`src/rtl/isa_gate_pkg.sv`:
```
package isa_gate_pkg;
    typedef enum logic [1:0] {
        CLS_BASE   = 2'd0,
        CLS_UNARY  = 2'd1,
        CLS_SELECT = 2'd2,
        CLS_RESV   = 2'd3
    } dec_cls_e;

    typedef enum logic [1:0] {
        ST_FREE    = 2'd0,
        ST_TIMED   = 2'd1,
        ST_HANDLER = 2'd2
    } gate_st_e;
endpackage

```
`src/rtl/isa_perm_check.sv`:
```
module isa_perm_check
    import isa_gate_pkg::*;
#(
    parameter int EN_W  = 8,
    parameter int SEL_W = 4,
    parameter int IDX_W = 4
) (
    input  logic [1:0]       cls,
    input  logic [IDX_W-1:0] idx,
    input  logic [EN_W-1:0]  en,
    input  logic [SEL_W-1:0] sel,
    output logic             permit
);
    logic unary_hit;

    // Scan the enable vector so an out-of-range index simply finds nothing.
    always_comb begin
        unary_hit = 1'b0;
        for (int i = 0; i < EN_W; i++) begin
            if (idx == IDX_W'(i)) unary_hit = en[i];
        end
    end

    always_comb begin
        unique case (dec_cls_e'(cls))
            CLS_BASE:   permit = 1'b1;
            CLS_UNARY:  permit = unary_hit;
            CLS_SELECT: permit = (IDX_W'(sel) == idx) && (idx != '0);
            CLS_RESV:   permit = 1'b0;
            default:    permit = 1'b0;
        endcase
    end
endmodule

```
`src/rtl/isa_mode_next.sv`:
```
module isa_mode_next #(
    parameter int EN_W  = 8,
    parameter int SEL_W = 4,
    parameter int CNT_W = 4
) (
    input  logic [EN_W-1:0]  en,
    input  logic [SEL_W-1:0] sel,
    input  logic [CNT_W-1:0] cnt,
    input  logic             wr_en,
    input  logic [EN_W-1:0]  w_en,
    input  logic [SEL_W-1:0] w_sel,
    input  logic [CNT_W-1:0] w_cnt,
    input  logic             priv,
    input  logic             rt_strobe,
    input  logic             rt_jump,
    output logic [EN_W-1:0]  nx_en,
    output logic [SEL_W-1:0] nx_sel,
    output logic [CNT_W-1:0] nx_cnt,
    output logic             priv_viol,
    output logic             jump_viol
);
    localparam logic [EN_W-1:0] USR_EN_M = {{(EN_W-1){1'b1}}, 1'b0};

    assign priv_viol = wr_en && !priv && ((w_en[0] != en[0]) || (w_sel != sel));
    assign jump_viol = rt_strobe && rt_jump && (cnt != '0);

    always_comb begin
        nx_en  = en;
        nx_sel = sel;
        nx_cnt = cnt;
        if (wr_en && !priv_viol) begin
            // the writing instruction is not counted against the countdown
            nx_en  = w_en;
            nx_sel = w_sel;
            nx_cnt = w_cnt;
        end else if (rt_strobe && (cnt != '0)) begin
            nx_cnt = cnt - CNT_W'(1);
            if (cnt == CNT_W'(1)) nx_en = en & ~USR_EN_M;
        end
        if (jump_viol) begin
            nx_cnt = '0;
            nx_en  = nx_en & ~USR_EN_M;
        end
    end
endmodule

```
`src/rtl/isa_mode_gate.sv`:
```
module isa_mode_gate
    import isa_gate_pkg::*;
#(
    parameter int EN_W  = 8,
    parameter int SEL_W = 4,
    parameter int CNT_W = 4,
    parameter int REG_W = 32,
    localparam int IDX_W = (SEL_W > $clog2(EN_W)) ? SEL_W : $clog2(EN_W)
) (
    input  logic             clk,
    input  logic             rst_n,
    input  logic             dec_valid,
    input  logic [1:0]       dec_cls,
    input  logic [IDX_W-1:0] dec_idx,
    input  logic             priv,
    input  logic             wr_en,
    input  logic [REG_W-1:0] wr_data,
    input  logic             rt_strobe,
    input  logic             rt_jump,
    input  logic             exc_in,
    input  logic             tr_exit,
    output logic             issue_ok,
    output logic             trap_req,
    output logic [REG_W-1:0] rd_data
);
    localparam int SEL_LO = EN_W;
    localparam int CNT_LO = EN_W + SEL_W;
    localparam int PAY_W  = EN_W + SEL_W + CNT_W;
    localparam int PAD_W  = REG_W - PAY_W;

    gate_st_e         state_q, state_d;
    logic [EN_W-1:0]  en_q, en_d, sh_en_q, sh_en_d, nx_en;
    logic [SEL_W-1:0] sel_q, sel_d, sh_sel_q, sh_sel_d, nx_sel;
    logic [CNT_W-1:0] cnt_q, cnt_d, sh_cnt_q, sh_cnt_d, nx_cnt;
    logic             permit, priv_viol, jump_viol, take_trap;
    logic             unused_rsv;

    assign unused_rsv = ^wr_data[REG_W-1:PAY_W];

    isa_perm_check #(.EN_W(EN_W), .SEL_W(SEL_W), .IDX_W(IDX_W)) u_perm (
        .cls(dec_cls), .idx(dec_idx), .en(en_q), .sel(sel_q), .permit(permit)
    );

    isa_mode_next #(.EN_W(EN_W), .SEL_W(SEL_W), .CNT_W(CNT_W)) u_next (
        .en(en_q), .sel(sel_q), .cnt(cnt_q),
        .wr_en(wr_en),
        .w_en(wr_data[EN_W-1:0]),
        .w_sel(wr_data[SEL_LO +: SEL_W]),
        .w_cnt(wr_data[CNT_LO +: CNT_W]),
        .priv(priv), .rt_strobe(rt_strobe), .rt_jump(rt_jump),
        .nx_en(nx_en), .nx_sel(nx_sel), .nx_cnt(nx_cnt),
        .priv_viol(priv_viol), .jump_viol(jump_viol)
    );

    assign issue_ok  = dec_valid && permit;
    assign trap_req  = (dec_valid && !permit) || priv_viol || jump_viol;
    assign take_trap = trap_req || exc_in;
    assign rd_data   = {{PAD_W{1'b0}}, cnt_q, sel_q, en_q};

    // state register
    always_ff @(posedge clk) begin
        if (!rst_n) state_q <= ST_FREE;
        else        state_q <= state_d;
    end

    // next state
    always_comb begin
        unique case (state_q)
            ST_FREE, ST_TIMED:
                if (take_trap)          state_d = ST_HANDLER;
                else if (nx_cnt != '0)  state_d = ST_TIMED;
                else                    state_d = ST_FREE;
            ST_HANDLER:
                if (!tr_exit)           state_d = ST_HANDLER;
                else if (sh_cnt_q != '0) state_d = ST_TIMED;
                else                    state_d = ST_FREE;
            default:                    state_d = ST_FREE;
        endcase
    end

    // register contents per state
    always_comb begin
        en_d     = nx_en;
        sel_d    = nx_sel;
        cnt_d    = nx_cnt;
        sh_en_d  = sh_en_q;
        sh_sel_d = sh_sel_q;
        sh_cnt_d = sh_cnt_q;
        unique case (state_q)
            ST_FREE, ST_TIMED:
                if (take_trap) begin
                    sh_en_d  = nx_en;
                    sh_sel_d = nx_sel;
                    sh_cnt_d = nx_cnt;
                    en_d     = '0;
                    sel_d    = '0;
                    cnt_d    = '0;
                end
            ST_HANDLER:
                if (tr_exit) begin
                    en_d  = sh_en_q;
                    sel_d = sh_sel_q;
                    cnt_d = sh_cnt_q;
                end
            default: ;
        endcase
    end

    always_ff @(posedge clk) begin
        if (!rst_n) begin
            en_q     <= '0;
            sel_q    <= '0;
            cnt_q    <= '0;
            sh_en_q  <= '0;
            sh_sel_q <= '0;
            sh_cnt_q <= '0;
        end else begin
            en_q     <= en_d;
            sel_q    <= sel_d;
            cnt_q    <= cnt_d;
            sh_en_q  <= sh_en_d;
            sh_sel_q <= sh_sel_d;
            sh_cnt_q <= sh_cnt_d;
        end
    end
endmodule

```
`config.mk`:
```
export PLATFORM = sky130hd
export DESIGN_NAME = isa_mode_gate
export DESIGN_NICKNAME = d
export VERILOG_FILES = /design/src/rtl/isa_gate_pkg.sv /design/src/rtl/isa_perm_check.sv /design/src/rtl/isa_mode_next.sv /design/src/rtl/isa_mode_gate.sv
export SDC_FILE = /design/constraint.sdc
export NUM_CORES = 1
export LEC_CHECK = 0
export BUFFER_PORTS_ARGS = -buffer_cell sky130_fd_sc_hd__buf_2
export CORE_ASPECT_RATIO = 1.2
export CORE_MARGIN = 2
export CORE_UTILIZATION = 25
export CTS_CLUSTER_DIAMETER = 50
export CTS_CLUSTER_SIZE = 16
export DETAILED_ROUTE_END_ITERATION = 8
export PLACE_DENSITY_LB_ADDON = 0.1
export SETUP_SLACK_MARGIN = 0.02
export SYNTH_ARGS = -nofsm -noshare
export SYNTH_HDL_FRONTEND = slang
export SYNTH_SLANG_ARGS = --single-unit
```
`constraint.sdc`:
```
create_clock -name clk -period 2.8 [get_ports clk]
set_clock_uncertainty 0.1 [all_clocks]
set_input_delay 0.28 -clock clk [delete_from_list [all_inputs] [get_ports clk]]
set_output_delay 0.28 -clock clk [all_outputs]
set_load 0.03 [all_outputs]
```
==> results_dict.tcl <==
set metrics [dict create \
    placed_area_mm2 0.002346 \
    syn_area_mm2 0.002033 \
    grt_overflow 0 \
    hold_class "in -> reg" \
    root_buffer "clkbuf_8" \
    regArea_um2 680.7 \
    ff2ff_path_depth 8 \
    async_reset_ff_share_pct 0 \
    r2r_slack_ps 250 \
    r2r-end "sel_q[1]$_SDFF_PN0_" \
    gp_congestion 0.7557 \
    grt_pass1_vias 1786 \
    vdd_drop_max_mv 0.1732 \
    worstSetupPathType "reg -> reg" \
    min_path_cells 4 \
    hold-worst-slack_ps 187.4 \
    io_pins 81 \
    dpl.cell_count 373 \
    grt_max_degree 33 \
    swShare_pct 34.64 \
    wl_um 5723 \
    grt.met2_usage_pct 23.79 \
    multi_input_area_mm2 0.001211 \
    fin_crit_ps 2547 \
    rows 36 \
    cts_buffers 5 \
    yosysWarnings 0 \
    max_freq_mhz 392.6 \
    intPower_uw 873.9 \
    finalSetupTns_ps 0 \
    worstMarginPinSlew_ps 680.5 \
    slew_viol_final 0 \
    critPathLaunch "cnt_q[0]$_SDFF_PN0_" \
    grt_pass1_wl_um 9252 \
    io_buffers 48 \
    ant_nets 0 \
    busiest_layer "met2" \
    avgSynthCellArea_um2 8.543 \
    synthCells 238 \
    fin_area_mm2 0.002441 \
    drt-pass1-iter-count 4 \
    finalSetupViolCount 0 \
    clkLatencyLatePin_ps 280 \
    reg2reg_from "cnt_q[0]$_SDFF_PN0_" \
    maxSlewHeadroom_pct 54.52 \
    clock_path_buffers 2 \
    crit_required_ps 2880 \
    via_per_inst 4.814 \
    grt_util_all_layers_pct 13.47 \
    synth-edff-count 0 \
    drc 0 \
    combPwrFrac_pct 29.5 \
    ys_ff_latch 34 \
    cts.sinks 34 \
    p_sw_uw 463.1 \
    dp_hpwl_um 4328 \
    die_y_um 102.8 \
    met1_usage_pct 16.54 \
    tritoncts "built" \
    cp-start-kind "flop" \
    start_util_pct 25.36 \
    cp_max_fo 10 \
    cts_hold_buf 0 \
    drive_above_1_share_pct 28.32 \
    rsz0062_at_grt "no" \
    seq_area_frac_synth_pct 33.48 \
    design.die.area_mm2 0.008873 \
    synth_cell_types 49 \
    antenna_found_initial 0 \
    vias 1834 \
    ys.flop_type "dfxtp_1" \
    critPathCaptureType "flop" \
    maxCapViolCount 0 \
    die_w_um 86.33 \
    p_seq_share_pct 42.0 \
    fin_crit_sh_pct 90.98 \
    leakage_uw 0.001011 \
    wl_per_cell_um 15.02 \
    post_cts_resized 0 \
    clockPowerShare_pct 28.5 \
    area_growth_pct 20.06 \
    post_cts_buffers 0 \
    drt-initial-drc-count 63 \
    p_per_area_mw_per_mm2 547.7 \
    final_nets 335 \
    cp-endpoint "sel_q[1]$_SDFF_PN0_" \
    clk_pin_slew_ps 80 \
    use_met3_pct 2.882 \
    hold_viol 0 \
    arrival_ps 2630 \
    outcome "finished clean" \
    diodes 0 \
    cts_max_level 2 \
    p_total_uw 1337 \
    coreArea_mm2 0.008018 \
    fill_cells 876 \
    final_cells 381 \
]
[cell type report]
cell class | count | share of cell area [%]
clock inverter | 2 | 0.5126
clock buffer | 6 | 3.383
tap | 95 | 4.869
multi-input combinational | 182 | 49.62
inverter | 6 | 0.9226
sequential | 34 | 27.88
timing repair buffer | 56 | 12.81
[power groups by stage]
stage                     registers (uW)  clock network (uW)  logic [uW]
final                                561                 381         395
after global routing                 567                 413         441
after CTS                            561                 399         401
after detailed placement             572                   0         398
after global placement               572                   0         398
after floorplan                      586                   0         281
[worst min-delay path by stage]
stage	from	end
finish	tr_exit	state_q[1]$_SDFF_PN0_
global route	tr_exit	state_q[1]$_SDFF_PN0_
CTS	tr_exit	state_q[1]$_SDFF_PN0_
detailed placement	sh_en_q[7]$_SDFFE_PN0P_	en_q[7]$_SDFF_PN0_
global placement	sh_en_q[7]$_SDFFE_PN0P_	en_q[7]$_SDFF_PN0_
floorplan	sh_en_q[7]$_SDFFE_PN0P_	en_q[7]$_SDFF_PN0_
[per-layer routing]
layer | vias up | wire length, um
met1 | 856 | 2508
met4 | 0 | 42
met2 | 47 | 2909
met5 | - | 0
met3 | 2 | 263
li1 | 929 | -
[stage by stage]
step / utilization (%) / setup slack, ps
final: 30.45 / 252.6
after floorplan: - / 303.7
after global routing: 30.45 / 45.25
after global placement: 29.26 / 267.9
after detailed placement: 29.26 / 256.2
after CTS: 30.45 / 229.8
[synth_stat cells (all sizes together), types with 2 or more instances]
cell	count	area (um2)
dfxtp	34	680.7
nand2	33	123.9
nor2	25	93.84
buf	21	151.4
o32ai	17	156.4
a211oi	14	135.1
clkbuf	10	38.78
a31oi	8	50.05
mux2i	8	80.08
o21ai	7	35.03
inv	6	22.52
xnor2	6	52.55
ha	3	37.54
mux2	3	33.78
nand2b	3	18.77
nand3	3	15.01
nand4	3	18.77
nor3	3	15.01
nor4	3	33.78
xor2	3	26.28
a21o	2	15.01
nor3b	2	15.01
o41ai	2	17.52
[sequential cells by signal (all words and copies together) (netlist names)]
| name | cells |
|---|---|
| state_q | 2 |
| cnt_q | 4 |
| en_q | 8 |
| sel_q | 4 |
| sh_sel_q | 4 |
| sh_cnt_q | 4 |
| sh_en_q | 8 |
[worst max-delay path, cell delays in order (launching register included)]
cell,delay [ps]
dfxtp_1,360
inv_1,130
ha_1,200
or3b_1,380
and3_4,210
nor4_4,340
o32ai_4,210
buf_4,230
o32ai_1,280
[cell families (layout without fill, tap and decap cells)]
kind of cell	after synthesis	count (layout)	synth area share, %
AO/OA/AOI/OAI	59	59	23.75
XOR/XNOR	9	9	3.877
adder cells (fa/ha/maj)	3	3	1.846
buffers and inverters	37	70	10.46
flip-flops	34	34	33.48
multiplexers	12	12	6.708
other	1	16	0.1844
AND/OR/NAND/NOR	83	83	19.69
[layout by cell type, fill, tap and decap left out, types with 2 or more instances in the layout]
cell type,n
clkbuf_8,6
o21ai_0,3
o21ai_1,3
nand2_1,33
buf_2,48
a211oi_1,8
nor4_1,2
nand2b_1,3
conb_1,16
mux2i_1,8
o41ai_1,2
inv_1,6
a211oi_2,6
nor2_1,25
nand3_1,3
mux2_2,3
xor2_1,3
buf_4,7
a31oi_1,8
nand4_1,3
ha_1,3
o32ai_1,16
xnor2_1,6
a21o_1,2
nor3b_1,2
dfxtp_1,34
nor3_1,3
Power figures use the tool's default switching activity.
